**src/rtl/asp_pkg.sv**
```systemverilog
`timescale 1ns/1ps
package asp_pkg;
    localparam int OFF_MODE = 'h00;
    localparam int OFF_RATE = 'h01;
    localparam int OFF_CTRL = 'h02;
    localparam int OFF_TXH  = 'h03;
    localparam int OFF_STAT = 'h04;
    localparam int OFF_RXH  = 'h05;
    localparam int OFF_EXT  = 'h07;
    localparam int OFF_LINE = 'h18;
    localparam int OVS       = 16; // sixteenths per bit
    localparam int SAMPLE_AT = 7;  // zero-based index of the 8th sixteenth

    typedef enum logic [2:0] {TX_IDLE, TX_START, TX_DATA, TX_PAR, TX_STOP} tx_state_t;
    typedef enum logic [2:0] {RX_IDLE, RX_START, RX_DATA, RX_PAR, RX_STOP} rx_state_t;
endpackage

```
**src/rtl/asp_baud.sv**
```systemverilog
`timescale 1ns/1ps
module asp_baud #(
    parameter int PER_W = 16
) (
    input  logic             clk,
    input  logic             rst_n,
    input  logic             run,
    input  logic             restart,
    input  logic [PER_W-1:0] period,
    output logic             tick
);
    logic [PER_W-1:0] cnt;

    assign tick = run && !restart && (cnt == period - 1'b1);

    always_ff @(posedge clk or negedge rst_n) begin
        if (!rst_n)                      cnt <= '0;
        else if (restart || !run || tick) cnt <= '0;
        else                             cnt <= cnt + 1'b1;
    end
endmodule

```
**src/rtl/asp_tx.sv**
```systemverilog
`timescale 1ns/1ps
module asp_tx
    import asp_pkg::*;
#(
    parameter int DATA_BITS = 8,
    parameter int PER_W     = 16
) (
    input  logic                 clk,
    input  logic                 rst_n,
    input  logic                 te,
    input  logic [PER_W-1:0]     period,
    input  logic                 par_en,
    input  logic                 par_odd,
    input  logic                 hold_valid,
    input  logic [DATA_BITS-1:0] hold_byte,
    output logic                 load,
    output logic                 tend,
    output logic                 txd
);
    localparam int SUB_W = $clog2(OVS);
    localparam int BIT_W = $clog2(DATA_BITS);

    tx_state_t state, nxt;
    logic [SUB_W-1:0]     sub;
    logic [BIT_W-1:0]     bitn;
    logic [DATA_BITS-1:0] shreg;
    logic                 par_bit, tick, bit_end, go_idle;

    assign go_idle = (state == TX_IDLE) && te && hold_valid;
    assign bit_end = tick && (sub == SUB_W'(OVS - 1));

    asp_baud #(.PER_W(PER_W)) u_baud (
        .clk(clk), .rst_n(rst_n), .run(state != TX_IDLE),
        .restart(go_idle), .period(period), .tick(tick)
    );

    always_comb begin
        nxt  = state;
        load = 1'b0;
        unique case (state)
            TX_IDLE:  if (go_idle) begin nxt = TX_START; load = 1'b1; end
            TX_START: if (bit_end) nxt = TX_DATA;
            TX_DATA:  if (bit_end && bitn == BIT_W'(DATA_BITS - 1)) nxt = par_en ? TX_PAR : TX_STOP;
            TX_PAR:   if (bit_end) nxt = TX_STOP;
            TX_STOP:  if (bit_end) begin
                          if (te && hold_valid) begin nxt = TX_START; load = 1'b1; end
                          else nxt = TX_IDLE;
                      end
            default:  nxt = TX_IDLE;
        endcase
    end

    always_ff @(posedge clk or negedge rst_n) begin
        if (!rst_n) state <= TX_IDLE;
        else        state <= nxt;
    end

    always_ff @(posedge clk or negedge rst_n) begin
        if (!rst_n) begin
            sub <= '0; bitn <= '0; shreg <= '0; par_bit <= 1'b0; tend <= 1'b1;
        end else begin
            if (load) begin
                shreg   <= hold_byte;
                par_bit <= (^hold_byte) ^ par_odd;
                sub     <= '0;
                bitn    <= '0;
                tend    <= 1'b0;
            end else if (tick) begin
                sub <= sub + 1'b1;
                if (bit_end && state == TX_DATA) begin
                    bitn  <= bitn + 1'b1;
                    shreg <= {1'b0, shreg[DATA_BITS-1:1]};
                end
            end
            if (state == TX_STOP && nxt == TX_IDLE) tend <= 1'b1;
        end
    end

    always_comb begin
        unique case (state)
            TX_START: txd = 1'b0;
            TX_DATA:  txd = shreg[0];
            TX_PAR:   txd = par_bit;
            default:  txd = 1'b1;
        endcase
    end
endmodule

```
**src/rtl/asp_rx.sv**
```systemverilog
`timescale 1ns/1ps
module asp_rx
    import asp_pkg::*;
#(
    parameter int DATA_BITS = 8,
    parameter int PER_W     = 16
) (
    input  logic                 clk,
    input  logic                 rst_n,
    input  logic                 re,
    input  logic [PER_W-1:0]     period,
    input  logic                 par_en,
    input  logic                 par_odd,
    input  logic                 rxd,
    output logic                 done,
    output logic [DATA_BITS-1:0] rx_byte,
    output logic                 frame_err,
    output logic                 par_err,
    output logic                 busy
);
    localparam int SUB_W = $clog2(OVS);
    localparam int BIT_W = $clog2(DATA_BITS);

    rx_state_t state, nxt;
    logic [2:0]           sync;
    logic [SUB_W-1:0]     sub;
    logic [BIT_W-1:0]     bitn;
    logic [DATA_BITS-1:0] shreg;
    logic                 par_rx, lvl, fall, start, tick, mid, bit_end;

    assign lvl     = sync[1];
    assign fall    = sync[2] && !sync[1];
    assign start   = (state == RX_IDLE) && re && fall;
    assign mid     = tick && (sub == SUB_W'(SAMPLE_AT));
    assign bit_end = tick && (sub == SUB_W'(OVS - 1));

    asp_baud #(.PER_W(PER_W)) u_baud (
        .clk(clk), .rst_n(rst_n), .run(state != RX_IDLE),
        .restart(start), .period(period), .tick(tick)
    );

    always_comb begin
        nxt = state;
        unique case (state)
            RX_IDLE:  if (start) nxt = RX_START;
            RX_START: if (mid && lvl) nxt = RX_IDLE;
                      else if (bit_end) nxt = RX_DATA;
            RX_DATA:  if (bit_end && bitn == BIT_W'(DATA_BITS - 1)) nxt = par_en ? RX_PAR : RX_STOP;
            RX_PAR:   if (bit_end) nxt = RX_STOP;
            RX_STOP:  if (mid) nxt = RX_IDLE;
            default:  nxt = RX_IDLE;
        endcase
        if (!re) nxt = RX_IDLE;
    end

    always_ff @(posedge clk or negedge rst_n) begin
        if (!rst_n) state <= RX_IDLE;
        else        state <= nxt;
    end

    always_ff @(posedge clk or negedge rst_n) begin
        if (!rst_n) begin
            sync <= 3'b111; sub <= '0; bitn <= '0; shreg <= '0; par_rx <= 1'b0;
        end else begin
            sync <= {sync[1:0], rxd};
            if (start) begin
                sub  <= '0;
                bitn <= '0;
            end else if (tick) begin
                sub <= sub + 1'b1;
                if (mid && state == RX_DATA) shreg <= {lvl, shreg[DATA_BITS-1:1]};
                if (mid && state == RX_PAR)  par_rx <= lvl;
                if (bit_end && state == RX_DATA) bitn <= bitn + 1'b1;
            end
        end
    end

    assign done      = (state == RX_STOP) && mid && re;
    assign rx_byte   = shreg;
    assign frame_err = !lvl;
    assign par_err   = par_en && (par_rx != ((^shreg) ^ par_odd));
    assign busy      = (state != RX_IDLE);
endmodule

```
**src/rtl/async_serial_port.sv**
```systemverilog
`timescale 1ns/1ps
module async_serial_port
    import asp_pkg::*;
#(
    parameter int DW     = 8,
    parameter int BUS_W  = 16,
    parameter int ADDR_W = 5,
    parameter int CNT_W  = 5
) (
    input  logic              clk,
    input  logic              rst_n,
    input  logic              wr_en,
    input  logic [ADDR_W-1:0] addr,
    input  logic [DW-1:0]     wr_data,
    output logic [BUS_W-1:0]  rd_data,
    input  logic              rxd,
    output logic              txd
);
    localparam int PER_W = DW + 8;
    localparam logic [CNT_W-1:0] CNT_MAX = '1;

    logic [DW-1:0] mode_q, rate_q, ctrl_q, ext_q, txh_q, rxh_q;
    logic tdre_q, rdrf_q, orer_q, fer_q, per_q, lsr_orer_q;
    logic [CNT_W-1:0] fcnt_q, pcnt_q;
    logic [2:0] shamt;
    logic [PER_W-1:0] period;
    logic te, re, tx_load, tend, rx_done, frame_err, par_err, rx_busy;
    logic [DW-1:0] rx_byte;
    logic wr_mode, wr_rate, wr_ctrl, wr_txh, wr_stat, wr_ext, wr_line;

    assign wr_mode = wr_en && addr == ADDR_W'(OFF_MODE);
    assign wr_rate = wr_en && addr == ADDR_W'(OFF_RATE);
    assign wr_ctrl = wr_en && addr == ADDR_W'(OFF_CTRL);
    assign wr_txh  = wr_en && addr == ADDR_W'(OFF_TXH);
    assign wr_stat = wr_en && addr == ADDR_W'(OFF_STAT);
    assign wr_ext  = wr_en && addr == ADDR_W'(OFF_EXT);
    assign wr_line = wr_en && addr == ADDR_W'(OFF_LINE);

    assign te     = ctrl_q[5];
    assign re     = ctrl_q[4];
    assign shamt  = {mode_q[1:0], 1'b0} + {2'b00, ~ext_q[6]};
    assign period = (PER_W'(rate_q) + 1'b1) << shamt;

    asp_tx #(.DATA_BITS(DW), .PER_W(PER_W)) u_tx (
        .clk(clk), .rst_n(rst_n), .te(te), .period(period),
        .par_en(mode_q[5]), .par_odd(mode_q[4]),
        .hold_valid(!tdre_q), .hold_byte(txh_q),
        .load(tx_load), .tend(tend), .txd(txd)
    );

    asp_rx #(.DATA_BITS(DW), .PER_W(PER_W)) u_rx (
        .clk(clk), .rst_n(rst_n), .re(re), .period(period),
        .par_en(mode_q[5]), .par_odd(mode_q[4]), .rxd(rxd),
        .done(rx_done), .rx_byte(rx_byte), .frame_err(frame_err),
        .par_err(par_err), .busy(rx_busy)
    );

    always_ff @(posedge clk or negedge rst_n) begin
        if (!rst_n) begin
            mode_q <= '0; rate_q <= '0; ctrl_q <= '0; ext_q <= '0;
            txh_q <= '0; rxh_q <= '0;
            tdre_q <= 1'b1; rdrf_q <= 1'b0; orer_q <= 1'b0; fer_q <= 1'b0;
            per_q <= 1'b0; lsr_orer_q <= 1'b0; fcnt_q <= '0; pcnt_q <= '0;
        end else begin
            if (wr_mode) mode_q <= wr_data;
            if (wr_rate) rate_q <= wr_data;
            if (wr_ctrl) ctrl_q <= wr_data;
            if (wr_ext)  ext_q  <= wr_data;
            if (wr_txh)  txh_q  <= wr_data;

            if (wr_txh)                     tdre_q <= 1'b0;
            else if (tx_load)               tdre_q <= 1'b1;
            else if (wr_stat && !wr_data[7]) tdre_q <= 1'b0;

            if (rx_done && !rdrf_q) begin
                rdrf_q <= 1'b1;
                rxh_q  <= rx_byte;
            end else if (wr_stat && !wr_data[6]) rdrf_q <= 1'b0;

            if (rx_done && rdrf_q)           orer_q <= 1'b1;
            else if (wr_stat && !wr_data[5]) orer_q <= 1'b0;

            if (rx_done && rdrf_q)           lsr_orer_q <= 1'b1;
            else if (wr_line && !wr_data[0]) lsr_orer_q <= 1'b0;

            if (rx_done && frame_err)        fer_q <= 1'b1;
            else if (wr_stat && !wr_data[4]) fer_q <= 1'b0;

            if (rx_done && par_err)          per_q <= 1'b1;
            else if (wr_stat && !wr_data[3]) per_q <= 1'b0;

            if (rx_done && frame_err && fcnt_q != CNT_MAX) fcnt_q <= fcnt_q + 1'b1;
            if (rx_done && par_err && pcnt_q != CNT_MAX)   pcnt_q <= pcnt_q + 1'b1;
        end
    end

    always_comb begin
        case (addr)
            ADDR_W'(OFF_MODE): rd_data = BUS_W'(mode_q);
            ADDR_W'(OFF_RATE): rd_data = BUS_W'(rate_q);
            ADDR_W'(OFF_CTRL): rd_data = BUS_W'(ctrl_q);
            ADDR_W'(OFF_TXH):  rd_data = BUS_W'(txh_q);
            ADDR_W'(OFF_STAT): rd_data = BUS_W'({tdre_q, rdrf_q, orer_q, fer_q, per_q, tend, 2'b00});
            ADDR_W'(OFF_RXH):  rd_data = BUS_W'(rxh_q);
            ADDR_W'(OFF_EXT):  rd_data = BUS_W'(ext_q);
            ADDR_W'(OFF_LINE): rd_data = BUS_W'({pcnt_q, 1'b0, fcnt_q, 1'b0, lsr_orer_q});
            default:           rd_data = '0;
        endcase
    end
endmodule

```
**config.mk**
```make
export PLATFORM = sky130hd
export DESIGN_NAME = async_serial_port
export DESIGN_NICKNAME = d
export VERILOG_FILES = /design/src/rtl/asp_pkg.sv /design/src/rtl/asp_baud.sv /design/src/rtl/asp_tx.sv /design/src/rtl/asp_rx.sv /design/src/rtl/async_serial_port.sv
export SDC_FILE = /design/constraint.sdc
export NUM_CORES = 1
export LEC_CHECK = 0
export BUFFER_PORTS_ARGS = -buffer_cell sky130_fd_sc_hd__buf_2
export CAP_MARGIN = 20
export CORE_ASPECT_RATIO = 2
export CORE_UTILIZATION = 45
export CTS_BUF_LIST = sky130_fd_sc_hd__clkbuf_8
export DETAILED_ROUTE_END_ITERATION = 10
export GPL_TIMING_DRIVEN = 1
export SYNTH_ARGS = -nofsm -noshare
export SYNTH_HDL_FRONTEND = slang
export SYNTH_SLANG_ARGS = --single-unit
```
**constraint.sdc**
```tcl
create_clock -name clk -period 4.2 [get_ports clk]
set_clock_uncertainty 0.05 [all_clocks]
set_input_delay 0.42 -clock clk [delete_from_list [all_inputs] [get_ports clk]]
set_output_delay 0.42 -clock clk [all_outputs]
set_load 0.02 [all_outputs]
```
==> results.py <==
metrics = {
    "outcome": {
        "status": "finished, final reports clean",
    },
    "finish": {
        "num_antenna_cells": 0,
        "instances_no_fill": 1331,
        "fin_area_sq_mm": 0.0114,
        "final_common_cell": "dfrtp_1",
        "layout-drive-gt1-share_pct": 33.1,
        "nets": 1087,
        "area_growth_pct": 24.8,
        "layout_common_cells": "dfrtp_1 (129), buf_4 (113), nor2_1 (84)",
    },
    "flow_run": {
        "cap_violations": 0,
    },
    "global_route": {
        "grt_max_degree": 88,
        "grt_pass1_vias": 7894,
        "grt_usage_pct": 27.2,
        "grt_pass1_wl_mm": 41.8,
        "antenna_found_initial": 0,
        "grt_overflow_total": 0,
    },
    "synthesis": {
        "synth_edf_count": 0,
        "synth-main-ff-cell": "dfrtp_1",
        "async_flop_share_pct": 100,
        "synth_compound_area_share_pct": 13.5,
        "synth_top_family_by_area": "simple AND/OR/NAND/NOR gates",
        "avgSynthCellArea_sq_um": 9.92,
        "synthXorXnorAreaFrac_pct": 11.0,
        "yosysSeqAreaShare_pct": 38.0,
        "synth_cell_types": 95,
        "yosysWarnings": 0,
        "synth_area_sq_mm": 0.00911,
        "netlist_instances": 918,
        "synth_seq_cells": 138,
        "synth-adder-area-share_pct": 1.92,
        "synth-simple-area-share_pct": 21.6,
        "synth_mux_area_share_pct": 9.92,
    },
    "clock_tree": {
        "clk_path_buf_depth": 2,
        "clock-root-buffer": "clkbuf_8",
        "clock_sinks": 138,
        "cts_tree": "yes",
        "cts_buffers": 17,
        "insertion_delay_ns": 0.49,
        "cts-htree-levels": 4,
        "clk_pin_slew_ns": 0.08,
    },
    "placement": {
        "gp_congestion": 0.954,
        "dpl.cell_count": 1266,
        "io_buffers": 30,
        "dpl.hpwl_mm": 20.3,
        "post_dp_cell_area_sq_mm": 0.0102,
    },
    "pwr": {
        "ir_drop_uv": 416,
        "power.leakage_nw": 5.01,
        "p_per_area_mw_per_mm2": 439,
        "power.total_mw": 4.99,
    },
    "sta": {
        "setup-tns-final_ns": 0,
        "tightest_slew_ns": 0.993,
        "hold_viol": 0,
        "setup_viol": 0,
        "rsz0062_at_grt": "true",
        "slew_headroom_pct": 33.3,
        "period_needed_ns": 4.15,
        "whs_ns": 0.207,
        "max_freq_ghz": 0.241,
        "slew_viol_final": 0,
        "period_share_pct": 98.8,
    },
    "floorplan": {
        "io_pins": 34,
        "die_w_microns": 103,
        "start_util_pct": 45.9,
        "dieArea_sq_mm": 0.0208,
        "rows": 73,
        "core_area_sq_mm": 0.0198,
        "die_h_microns": 203,
    },
    "critical_path": {
        "end_kind": "flop",
        "endpoint": "fcnt_q[4]",
        "r2r_cells": 18,
        "rr_startpoint": "rate_q[0]",
        "reg2reg_setup_slack_ns": 0.05,
        "crit_fanout": 5,
        "critPathLaunchType": "flop",
        "r2r_end": "fcnt_q[4]",
        "crit_path_start": "rate_q[0]",
        "crit_arrival_ns": 4.48,
        "critical_path_class": "reg -> reg",
        "critPathRequiredTime_ns": 4.53,
    },
    "routing": {
        "routed_via_density": 5.85,
        "finalWirelength_mm": 27.5,
        "firstDrtPassIters": 5,
        "drtAntennaViolNets": 0,
        "drc": 0,
        "wl_per_cell_microns": 20.6,
        "vias": 7793,
        "drt_iter0_markers": 465,
    },
    "worst_hold_path": {
        "hp-class": "in -> reg",
    },
}
[worst max-delay path, cell delays in order, from the launching register on]
cell and delay (ns):
dfrtp_1 0.43, ha_4 0.20, buf_6 0.13, xor2_4 0.19, o2111ai_2 0.19, and2_4 0.18, buf_4 0.11, a2bb2oi_4 0.17
nand2_4 0.08, buf_4 0.15, nor4b_4 0.30, xnor3_2 0.36, a211oi_4 0.28, nand4_2 0.16, nor4_4 0.27, buf_4 0.18
buf_12 0.12, nand3_2 0.13, mux2_4 0.35
[timing repair]
action                     CTS  global route
hold endpoints to repair    85             0
cloned                       1             2
setup endpoints to repair   48            93
pin swaps                    4            43
gates resized for setup     22            97
buffers inserted             4            22
hold buffers                 2             0
[cell families (layout without fill, tap and decap cells)]
logic type / count (synthesis) / count (layout)
multiplexers: 82 / 82
buffers and inverters: 72 / 221
AO/OA/AOI/OAI: 159 / 159
adder cells (fa/ha/maj): 14 / 14
flip-flops: 138 / 138
other: 1 / 3
AND/OR/NAND/NOR: 352 / 352
XOR/XNOR: 100 / 100
[metrics by stage]
stage                     util (%)  setup slack, ns
after global placement        51.2          -0.0608
after floorplan                  -           0.0196
after global routing          57.3           -0.104
after detailed placement      51.2           -0.159
after CTS                     54.0          0.00288
final                         57.3           0.0493
[synth_stat cells (all sizes together), types with 4 or more instances]
library cell,count,area (sq um)
and2,15,95.1
nor4,15,151
a211o,5,43.8
nor2b,12,75.1
nand4,14,93.8
a21o,4,30.0
a22o,5,43.8
dfstp,5,131
o21a,5,37.5
a21oi,22,110
buf,37,236
mux2,66,743
o21ai,30,161
ha,14,175
o31ai,4,40.0
mux2i,16,160
and3,20,125
o211ai,8,60.1
nand2,55,214
nor3b,6,45.0
nand3b,5,37.5
a22oi,17,128
nor2,87,327
xor2,29,254
inv,24,90.1
a211oi,11,105
dfrtp,133,3330
or4,4,30.0
nand2b,9,56.3
xnor2,62,543
xnor3,7,158
nor3,22,115
clkbuf,11,41.3
a221oi,9,78.8
nand3,56,295
or2,4,25.0
and4,6,52.6
nor4b,8,104
[routing by layer]
metal | vias to the layer above | wire length [microns] | GRT usage [%] | share of wire (%)
li1 | 3625 | - | - | -
met1 | 3828 | 9220 | 25.5 | 34
met2 | 224 | 15000 | 49.9 | 55
met3 | 116 | 851 | 3.84 | 3.1
met4 | 0 | 2420 | 22.7 | 8.8
met5 | - | 0 | 0 | 0
[sequential cells by signal, indices dropped and copies added (netlist names), 3 cells and up]
register,count
ext_q,8
rate_q,8
fcnt_q,5
u_rx.sub,4
pcnt_q,5
u_tx.state,3
ctrl_q,8
mode_q,8
u_rx.sync,3
txh_q,8
u_tx.u_baud.cnt,16
u_rx.bitn,3
u_rx.u_baud.cnt,16
rxh_q,8
u_rx.state,3
u_tx.sub,4
u_tx.shreg,8
u_tx.bitn,3
u_rx.rx_byte,8
[report_power, final]
group,internal (mW),switching (mW)
registers,1.49,0.186
logic,1.04,1.17
clock network,0.544,0.563
total,3.07,1.91
[worst min-delay path by stage]
stage,startpoint,depth (start not counted),endpoint,slack (ns)
3_5_place_dp,u_rx.sync[0],0,u_rx.sync[1],0.30
4_1_cts,wr_data[2],2,ext_q[2],0.18
3_3_place_gp,u_rx.sync[0],0,u_rx.sync[1],0.30
2_1_floorplan,rst_n,0,ctrl_q[0],0.07
5_1_grt,wr_data[2],2,mode_q[2],0.19
6_report,wr_data[2],2,ext_q[2],0.21
[cell type report]
type / count / area, sq um
Inverter: 24 / 90.1
Timing Repair Buffer: 165 / 1300
Fill cell: 1753 / 8460
Tap cell: 262 / 328
Clock buffer: 18 / 248
Clock inverter: 14 / 146
Sequential cell: 138 / 3460
Multi-Input combinational cell: 710 / 5790
Note: power is estimated with default switching activity, not from simulation.
